**config.mk**
```make
export PLATFORM = sky130hd
export DESIGN_NAME = pfq_top
export DESIGN_NICKNAME = d
export VERILOG_FILES = /design/src/rtl/pfq_pkg.sv /design/src/rtl/pfq_redirect.sv /design/src/rtl/pfq_pc_ctr.sv /design/src/rtl/pfq_slots.sv /design/src/rtl/pfq_top.sv
export SDC_FILE = /design/constraint.sdc
export NUM_CORES = 1
export LEC_CHECK = 0
export ABC_AREA = 1
export CAP_MARGIN = 25
export CELL_PAD_IN_SITES_DETAIL_PLACEMENT = 0
export CELL_PAD_IN_SITES_GLOBAL_PLACEMENT = 2
export CORE_ASPECT_RATIO = 0.8
export CORE_MARGIN = 1.5
export CORE_UTILIZATION = 27
export CTS_BUF_LIST = sky130_fd_sc_hd__clkbuf_4
export CTS_CLUSTER_DIAMETER = 100
export DETAILED_ROUTE_END_ITERATION = 10
export GPL_TIMING_DRIVEN = 0
export PLACE_DENSITY = 0.95
export SYNTH_ARGS = -nofsm -noshare
export SYNTH_HDL_FRONTEND = slang
export SYNTH_HIERARCHICAL = 1
export SYNTH_SLANG_ARGS = --single-unit
```
**constraint.sdc**
```tcl
create_clock -name clk -period 3.5 [get_ports clk]
set_input_delay 0.525 -clock clk [delete_from_list [all_inputs] [get_ports clk]]
set_output_delay 0.525 -clock clk [all_outputs]
set_load 0.01 [all_outputs]
```
**src/rtl/pfq_pkg.sv**
```systemverilog
package pfq_pkg;
  typedef enum logic {
    ISA_WIDE   = 1'b0,
    ISA_NARROW = 1'b1
  } isa_e;
endpackage

```
**src/rtl/pfq_redirect.sv**
```systemverilog
// Merges the two reload sources and aligns the target to the state it selects.
module pfq_redirect
  import pfq_pkg::*;
#(
  parameter int AW   = 32,
  parameter int OP_W = 32
) (
  input  logic          br_valid,
  input  logic [AW-1:0] br_pc,
  input  logic          xs_valid,
  input  logic [AW-1:0] xs_pc,
  input  logic          xs_narrow,
  input  isa_e          cur_state,
  output logic          redir,
  output logic [AW-1:0] redir_pc,
  output isa_e          redir_state
);
  localparam int WSTEP = OP_W / 8;
  localparam int NSTEP = OP_W / 16;
  localparam logic [AW-1:0] WMASK = ~(AW'(WSTEP) - AW'(1));
  localparam logic [AW-1:0] NMASK = ~(AW'(NSTEP) - AW'(1));

  logic [AW-1:0] raw_pc;

  always_comb begin
    redir = br_valid | xs_valid;
    if (xs_valid) begin
      raw_pc      = xs_pc;
      redir_state = xs_narrow ? ISA_NARROW : ISA_WIDE;
    end else begin
      raw_pc      = br_pc;
      redir_state = cur_state;
    end
    redir_pc = raw_pc & ((redir_state == ISA_NARROW) ? NMASK : WMASK);
  end
endmodule

```
**src/rtl/pfq_pc_ctr.sv**
```systemverilog
// Program counter and instruction-state register.
module pfq_pc_ctr
  import pfq_pkg::*;
#(
  parameter int          AW       = 32,
  parameter int          OP_W     = 32,
  parameter logic [AW-1:0] RESET_PC = '0
) (
  input  logic          clk,
  input  logic          rst_n,
  input  logic          redir,
  input  logic [AW-1:0] redir_pc,
  input  isa_e          redir_state,
  input  logic          adv,
  output logic [AW-1:0] pc,
  output isa_e          state
);
  localparam logic [AW-1:0] WSTEP = AW'(OP_W / 8);
  localparam logic [AW-1:0] NSTEP = AW'(OP_W / 16);

  always_ff @(posedge clk) begin
    if (!rst_n) begin
      pc    <= RESET_PC;
      state <= ISA_WIDE;
    end else if (redir) begin
      pc    <= redir_pc;
      state <= redir_state;
    end else if (adv) begin
      pc    <= pc + ((state == ISA_NARROW) ? NSTEP : WSTEP);
    end
  end
endmodule

```
**src/rtl/pfq_slots.sv**
```systemverilog
// Two-entry opcode store; slot 0 is the older entry.
module pfq_slots #(
  parameter int OP_W = 32
) (
  input  logic            clk,
  input  logic            rst_n,
  input  logic            flush,
  input  logic            issue,
  input  logic            wr_en,
  input  logic [OP_W-1:0] wr_op,
  output logic            full,
  output logic [OP_W-1:0] head
);
  logic [1:0]           vld, vld_n;
  logic [1:0][OP_W-1:0] ops, ops_n;

  always_comb begin
    vld_n = vld;
    ops_n = ops;
    if (flush) begin
      vld_n = '0;
    end else if (issue) begin
      vld_n[0] = vld[1];
      ops_n[0] = ops[1];
      vld_n[1] = wr_en;
      if (wr_en) ops_n[1] = wr_op;
    end else if (wr_en) begin
      if (!vld[0]) begin
        vld_n[0] = 1'b1;
        ops_n[0] = wr_op;
      end else begin
        vld_n[1] = 1'b1;
        ops_n[1] = wr_op;
      end
    end
  end

  always_ff @(posedge clk) begin
    if (!rst_n) begin
      vld <= '0;
      ops <= '0;
    end else begin
      vld <= vld_n;
      ops <= ops_n;
    end
  end

  assign full = &vld;
  assign head = ops[0];
endmodule

```
**src/rtl/pfq_top.sv**
```systemverilog
module pfq_top
  import pfq_pkg::*;
#(
  parameter int            AW       = 32,
  parameter int            OP_W     = 32,
  parameter logic [AW-1:0] RESET_PC = '0
) (
  input  logic            clk,
  input  logic            rst_n,
  input  logic            br_valid,
  input  logic [AW-1:0]   br_pc,
  input  logic            xs_valid,
  input  logic [AW-1:0]   xs_pc,
  input  logic            xs_narrow,
  output logic            fetch_valid,
  input  logic            fetch_ready,
  output logic [AW-1:0]   fetch_addr,
  output logic            fetch_half,
  input  logic [OP_W-1:0] fetch_rdata,
  output logic            dec_valid,
  input  logic            dec_ready,
  output logic [OP_W-1:0] dec_op,
  output logic            dec_narrow,
  output logic [AW-1:0]   exec_pc
);
  localparam int HALF_W = OP_W / 2;

  logic          redir;
  logic [AW-1:0] redir_pc;
  isa_e          redir_state;
  isa_e          state;
  logic [AW-1:0] pc;
  logic          full;
  logic          issue;
  logic          fetch_acc;
  logic [OP_W-1:0] fill_op;

  pfq_redirect #(.AW(AW), .OP_W(OP_W)) u_redir (
    .br_valid    (br_valid),
    .br_pc       (br_pc),
    .xs_valid    (xs_valid),
    .xs_pc       (xs_pc),
    .xs_narrow   (xs_narrow),
    .cur_state   (state),
    .redir       (redir),
    .redir_pc    (redir_pc),
    .redir_state (redir_state)
  );

  pfq_pc_ctr #(.AW(AW), .OP_W(OP_W), .RESET_PC(RESET_PC)) u_pc (
    .clk         (clk),
    .rst_n       (rst_n),
    .redir       (redir),
    .redir_pc    (redir_pc),
    .redir_state (redir_state),
    .adv         (fetch_acc),
    .pc          (pc),
    .state       (state)
  );

  pfq_slots #(.OP_W(OP_W)) u_slots (
    .clk   (clk),
    .rst_n (rst_n),
    .flush (redir),
    .issue (issue),
    .wr_en (fetch_acc),
    .wr_op (fill_op),
    .full  (full),
    .head  (dec_op)
  );

  // A reload outranks both handshakes in its cycle.
  assign dec_valid   = full & ~redir;
  assign issue       = dec_valid & dec_ready;
  assign fetch_valid = ~redir & (~full | dec_ready);
  assign fetch_acc   = fetch_valid & fetch_ready;
  assign fetch_addr  = pc;
  assign fetch_half  = (state == ISA_NARROW);
  assign dec_narrow  = fetch_half;
  assign exec_pc     = pc;
  assign fill_op     = fetch_half ? {{(OP_W-HALF_W){1'b0}}, fetch_rdata[HALF_W-1:0]}
                                  : fetch_rdata;
endmodule

```
After elaboration in Yosys (flattened, before gate mapping) --
Index checks and enable logic that the tools add are counted.
Operators by class: add/sub/neg operators 1, equal/unequal tests 1, bitwise operators 10, reduce and logical (&&, ||, !) cells 8, muxes and demuxes 16
Operators by type and width (count):
- 32-bit two-way mux | 7
- 64-bit two-way mux | 2
- 32-bit adder | 1
- 32-bit AND | 1
- 2-bit two-way mux | 3
- 3-bit AND reduction | 2
- 2-bit nonzero test | 3
- 1-bit AND | 4
- 2-bit AND reduction | 2
- 1-bit two-way mux | 3
- 3-bit two-way mux | 1
- 1-bit NOT | 3
- 2-bit != test (second input constant) | 1
- 1-bit OR | 2
- 2-bit OR reduction | 1
Word-level totals: flip-flop bits (word level) 99, bits of input ports 103, word-level logic and storage cells 42, output and inout port bits 100

Depth between registers and ports, before layout --
depth after elaboration 7, depth in mapped cells 12

By module --
Netlist, hierarchy kept.
By module, submodules not included:
- pfq_slots | times used 1, area an instance 3671.0 µm², cells each 602, seq. area each 1321.3 µm²
- pfq_pc_ctr | times used 1, area an instance 2210.9 µm², cells each 351, seq. area each 660.6 µm²
- pfq_redirect | times used 1, area an instance 504.2 µm², cells each 109, seq. area each 0.0 µm²
- pfq_top | times used 1, area an instance 440.4 µm², cells each 77, seq. area each 0.0 µm²

Least setup slack after synthesis --
No wires, ideal clock.
kind in2reg, start point in xs_valid, end point reg u_slots.ops (netlist bit u_slots/head[10]), slack 1346 ps, data arrival time 2041 ps, stages 12, data required time 3387 ps, cells stage by stage buf_6 or2_2 inv_1 nand2_1 nor2_1 buf_2 inv_1 nand2_1 nand3_1 buf_4 nor2_1 nor2_1
Between the ends: cells in the longest elaborated chain, start to end 6
Ends and longest elaborated chain:
- start: declaration | line pfq_top.sv:12 | input logic xs_valid,
- 1-bit OR | line pfq_redirect.sv:26 | redir = br_valid | xs_valid;
- via redir | line pfq_top.sv:28 | logic redir;
- 1-bit NOT (no source line)
- 1-bit AND | line pfq_top.sv:75 | assign fetch_valid = ~redir & (~full | dec_ready);
- 1-bit AND | line pfq_top.sv:76 | assign fetch_acc = fetch_valid & fetch_ready;
- via fetch_acc | line pfq_top.sv:35 | logic fetch_acc;
- 2-bit nonzero test (no source line)
- 3-bit AND reduction (no source line)
- end signal: assignment | line pfq_slots.sv:44 | ops <= ops_n;
- end: declaration | line pfq_slots.sv:15 | logic [1:0][OP_W-1:0] ops, ops_n;
The timed path passes the listed nets, and every way through them passes these cells. A chain may end at the register's enable or synchronous reset.

Worst setup path after layout --
start point in br_valid, end point reg u_pc.pc[5]
Between the ends: cells in the longest elaborated chain, start to end 5
Ends and longest elaborated chain:
- start: declaration | line pfq_top.sv:10 | input logic br_valid,
- 1-bit OR | line pfq_redirect.sv:26
- via redir | line pfq_top.sv:28
- 1-bit NOT (no source line)
- 1-bit AND | line pfq_top.sv:75
- 1-bit AND | line pfq_top.sv:76
- via fetch_acc | line pfq_top.sv:35
- 2-bit nonzero test (no source line)
- end signal: assignment | line pfq_pc_ctr.sv:26 | pc <= redir_pc;
- end signal: assignment | line pfq_pc_ctr.sv:29 | pc <= pc + ((state == ISA_NARROW) ? NSTEP : WSTEP);
- end: declaration | line pfq_pc_ctr.sv:15 | output logic [AW-1:0] pc,
The timed path passes the listed nets, and every way through them passes these cells.

==> results.md <==
- Post-CTS Setup Bufs: 0
- Drt first pass iters: 8
- Layout cells sized above 1: 10.3%
- CTS Hold Bufs: 0
- Top Ports: 203
- TritonCTS clock tree: built
- Reg power frac: between 40% and 50%
- Fin util: 38.1%
- CP Class: in2reg
- Cell Rows: 51
- Critical path launch point: br_valid
- First DRT Iteration DRCs: 518
- Hold EP: u_slots/ops[61]
- Number of global-route vias before repair: 6671
- Syn Area/Cell: 5.99 sq um
- TNS Setup: 0 ns
- Crit path buf inv count: 4
- Detailed-route wire length: 23200 microns
- Post-synth cell types: 36
- Share of the synthesized area in the top cell type: 29.0%
- Logic pwr share: 24.4%
- Die Area: 26300 sq um
- CTS max path bufs: 2
- Max Fclk: around 380 MHz
- Pwr/cell area: 264 nW/um^2
- CTS Root Cell: clkbuf_4
- Max-slew violations: 0
- Int Power: 1720 uW
- Fraction of the cycle the final worst path needs: 75.4%
- Top FF cell, synth: dfxtp_1
- Starting Density: around 28%
- Grt total ovfl: 0
- R2R setup slack: 1.19 ns
- Ys async rst share: 0%
- Core Area: 24600 sq um
- Power share of the clock group: 26.0%
- Peak VDD IR: 0.000163 V
- CP peak stage delay: about 0.47 ns
- Non-Filler Instances: 1674
- Worst EP arrival: 3.04 ns
- Yosys warns: 6
- Startpoint types: input pin
- Initial antenna violation count: 2
- Vias per cell: 4.33
- Reg2reg path depth: 10
- Crit path max-delay family: simple AND/OR/NAND/NOR gates
- Seq cells post-synth: between 90 and 100
- Crit path depth: 10
- Sw frac: 30.6%
- Placed cell areas: 9220 sq um
- EDFF count, synth: 0
- Count of input and output buffers: 199
- Min-delay src: u_slots/ops[61]
- Setup violators final: 0
- Max Cap Violations: 0
- Largest net degree at the start of global routing: 17
- GRT Resource Usage Total: between 10% and 20%
- Syn Nets: 1245
- CTS buffer count: 9
- Final nets: 1455
- Worst rel slew slack: a little under three fifths
- Worst min-delay path class: reg2reg
- Cell area after synthesis: 6830 sq um
- Area contributors post-synth: dfxtp_1 (29%), nand2_1 (19%), inv_1 (9.8%)
- Clk_skew: 0.0162 ns
- Final ANT Viol Nets: 0
- DPL Wire Length: 17800 microns
- Placer Congestion: 0.872
- P&R area growth vs syn: 37.1%
- Fin. Hold Viols: 0
- Worst Max-Slew Pin Slew: 0.649 ns
- Register area share after synthesis: between 20% and 30%
- Die Y: between 100 and 150 microns
- Routed WL per cell: between 10 and 15 microns
- Worst-path fanout max: 10
- Count leader, synth: nand2_1
- Leak: 0.00429 uW
- CTS H-tree depth: 3
- Final instance area: 9360 sq um
- Worst Path Required: 3.90 ns
- Post-CTS sizing: 0
- DRC viols: 0
- Crit path time final: 2.64 ns
- Worst-path clk slew: 0.16 ns
- Yosys top cell by area: dfxtp_1
- Hold Path Stages: 4
- Crit-path slowest cell: nor2_2
- Worst reg2reg path startpoint: u_slots/vld[1]
- Clock latency on the worst-skew pair: between 0.4 and 0.5 ns
- Crit path capture type: register
- NetSw: 755 uW
- Post-synth top cells: nand2_1 (348), inv_1 (179), nor2_1 (159)
- Clock Sinks: 99
- First-pass GRT wire length: 36200 microns
- Synth Instances: 1139
- FF-to-FF End: u_pc/pc[5]
- Vias: 7242
- Die Width: approximately 180 microns
- Critical-path cell list: clkdlybuf4s50_1 > or2_2 > inv_1 > nand2_1 > nor2_1 > inv_1 > nor2_2 > buf_2 > nand2_1 > a31oi_1
- Status: complete, no violations
- # placed instances: 1656
- RSZ-0062 raised after global routing: no
power groups by stage:
stage	combinational (uW)	sequential [uW]	clock [uW]
2_1_floorplan	288	1240	0
3_3_place_gp	604	1250	0
3_5_place_dp	604	1250	0
4_1_cts	606	1220	677
5_1_grt	658	1230	708
6_report	603	1220	643
worst max path at each step:
stage	to	slack, ns
2_1_floorplan	u_slots/head[10]	1.35
3_3_place_gp	u_pc/pc[5]	0.36
3_5_place_dp	u_pc/pc[5]	0.38
4_1_cts	u_pc/pc[5]	0.92
5_1_grt	u_pc/pc[26]	0.77
6_report	u_pc/pc[5]	0.86
flip-flops by register name, indices dropped and copies added, names as in the netlist:
name          count
u_pc/pc          32
u_slots/ops      32
u_slots/vld       2
u_pc/state        1
u_slots/head     32
area by class of cell:
type,instances,area [sq um]
Antenna cell,2,5.00
Buffer,121,826
Clock buffer,9,67.6
Clock inverter,7,67.6
Fill cell,2678,15200
Inverter,183,697
Multi-Input combinational cell,736,3320
Sequential cell,99,1980
Tap cell,318,398
Timing Repair Buffer,199,1990
cell usage in the layout (no fill, tap or decap), drive strengths merged:
cell type | Yosys | routed
nor2 | 169 | 169
xor2 | 6 | 6
nand3b | 8 | 8
inv | 182 | 183
bufinv | 0 | 1
a31oi | 4 | 4
xnor2 | 8 | 8
o21ai | 38 | 38
a22oi | 22 | 22
clkbuf | 18 | 27
a21oi | 26 | 26
nand4 | 34 | 34
fa | 1 | 1
nor3 | 4 | 4
clkdlybuf4s50 | 0 | 199
nand3 | 51 | 51
dfxtp | 99 | 99
nand2 | 358 | 358
clkinvlp | 0 | 1
o21bai | 2 | 2
ha | 2 | 2
buf | 103 | 103
conb | 1 | 1
clkinv | 1 | 5
diode | 0 | 2
or2 | 1 | 1
o31ai | 1 | 1
cell families (layout without fill, tap and decap cells):
family	count (synthesis)	after routing	share of synthesized area [%]
buffers and inverters	304	519	22.3
adder cells (fa/ha/maj)	3	3	0.660
XOR/XNOR	14	14	1.80
AO/OA/AOI/OAI	93	93	7.81
flip-flops	99	99	29.0
AND/OR/NAND/NOR	625	625	38.3
other	1	3	0.0549
worst min-delay path, stage by stage (launching register included):
cell,delay [ns]
dfxtp_1,0.34
inv_1,0.04
nand2_1,0.04
inv_1,0.04
nor2_1,0.03
metal layers:
metal  up-vias  part of all wire [%]  GRT usage (%)
met1      3248                    52           26.0
met4         0                  0.91           3.99
met3        11                   4.6           2.69
met2       169                    42           25.8
met5         -                     0              0
li1       3814                     -              -
through the flow:
stage	hold slack (ns)	total power [uW]	setup WS, ns
5_1_grt	0.532	2600	0.773
6_report	0.520	2470	0.863
3_3_place_gp	0.483	1850	0.363
3_5_place_dp	0.491	1850	0.384
4_1_cts	0.482	2510	0.917
2_1_floorplan	0.455	1530	1.35
No activity file was read; power rests on OpenSTA's default activity.
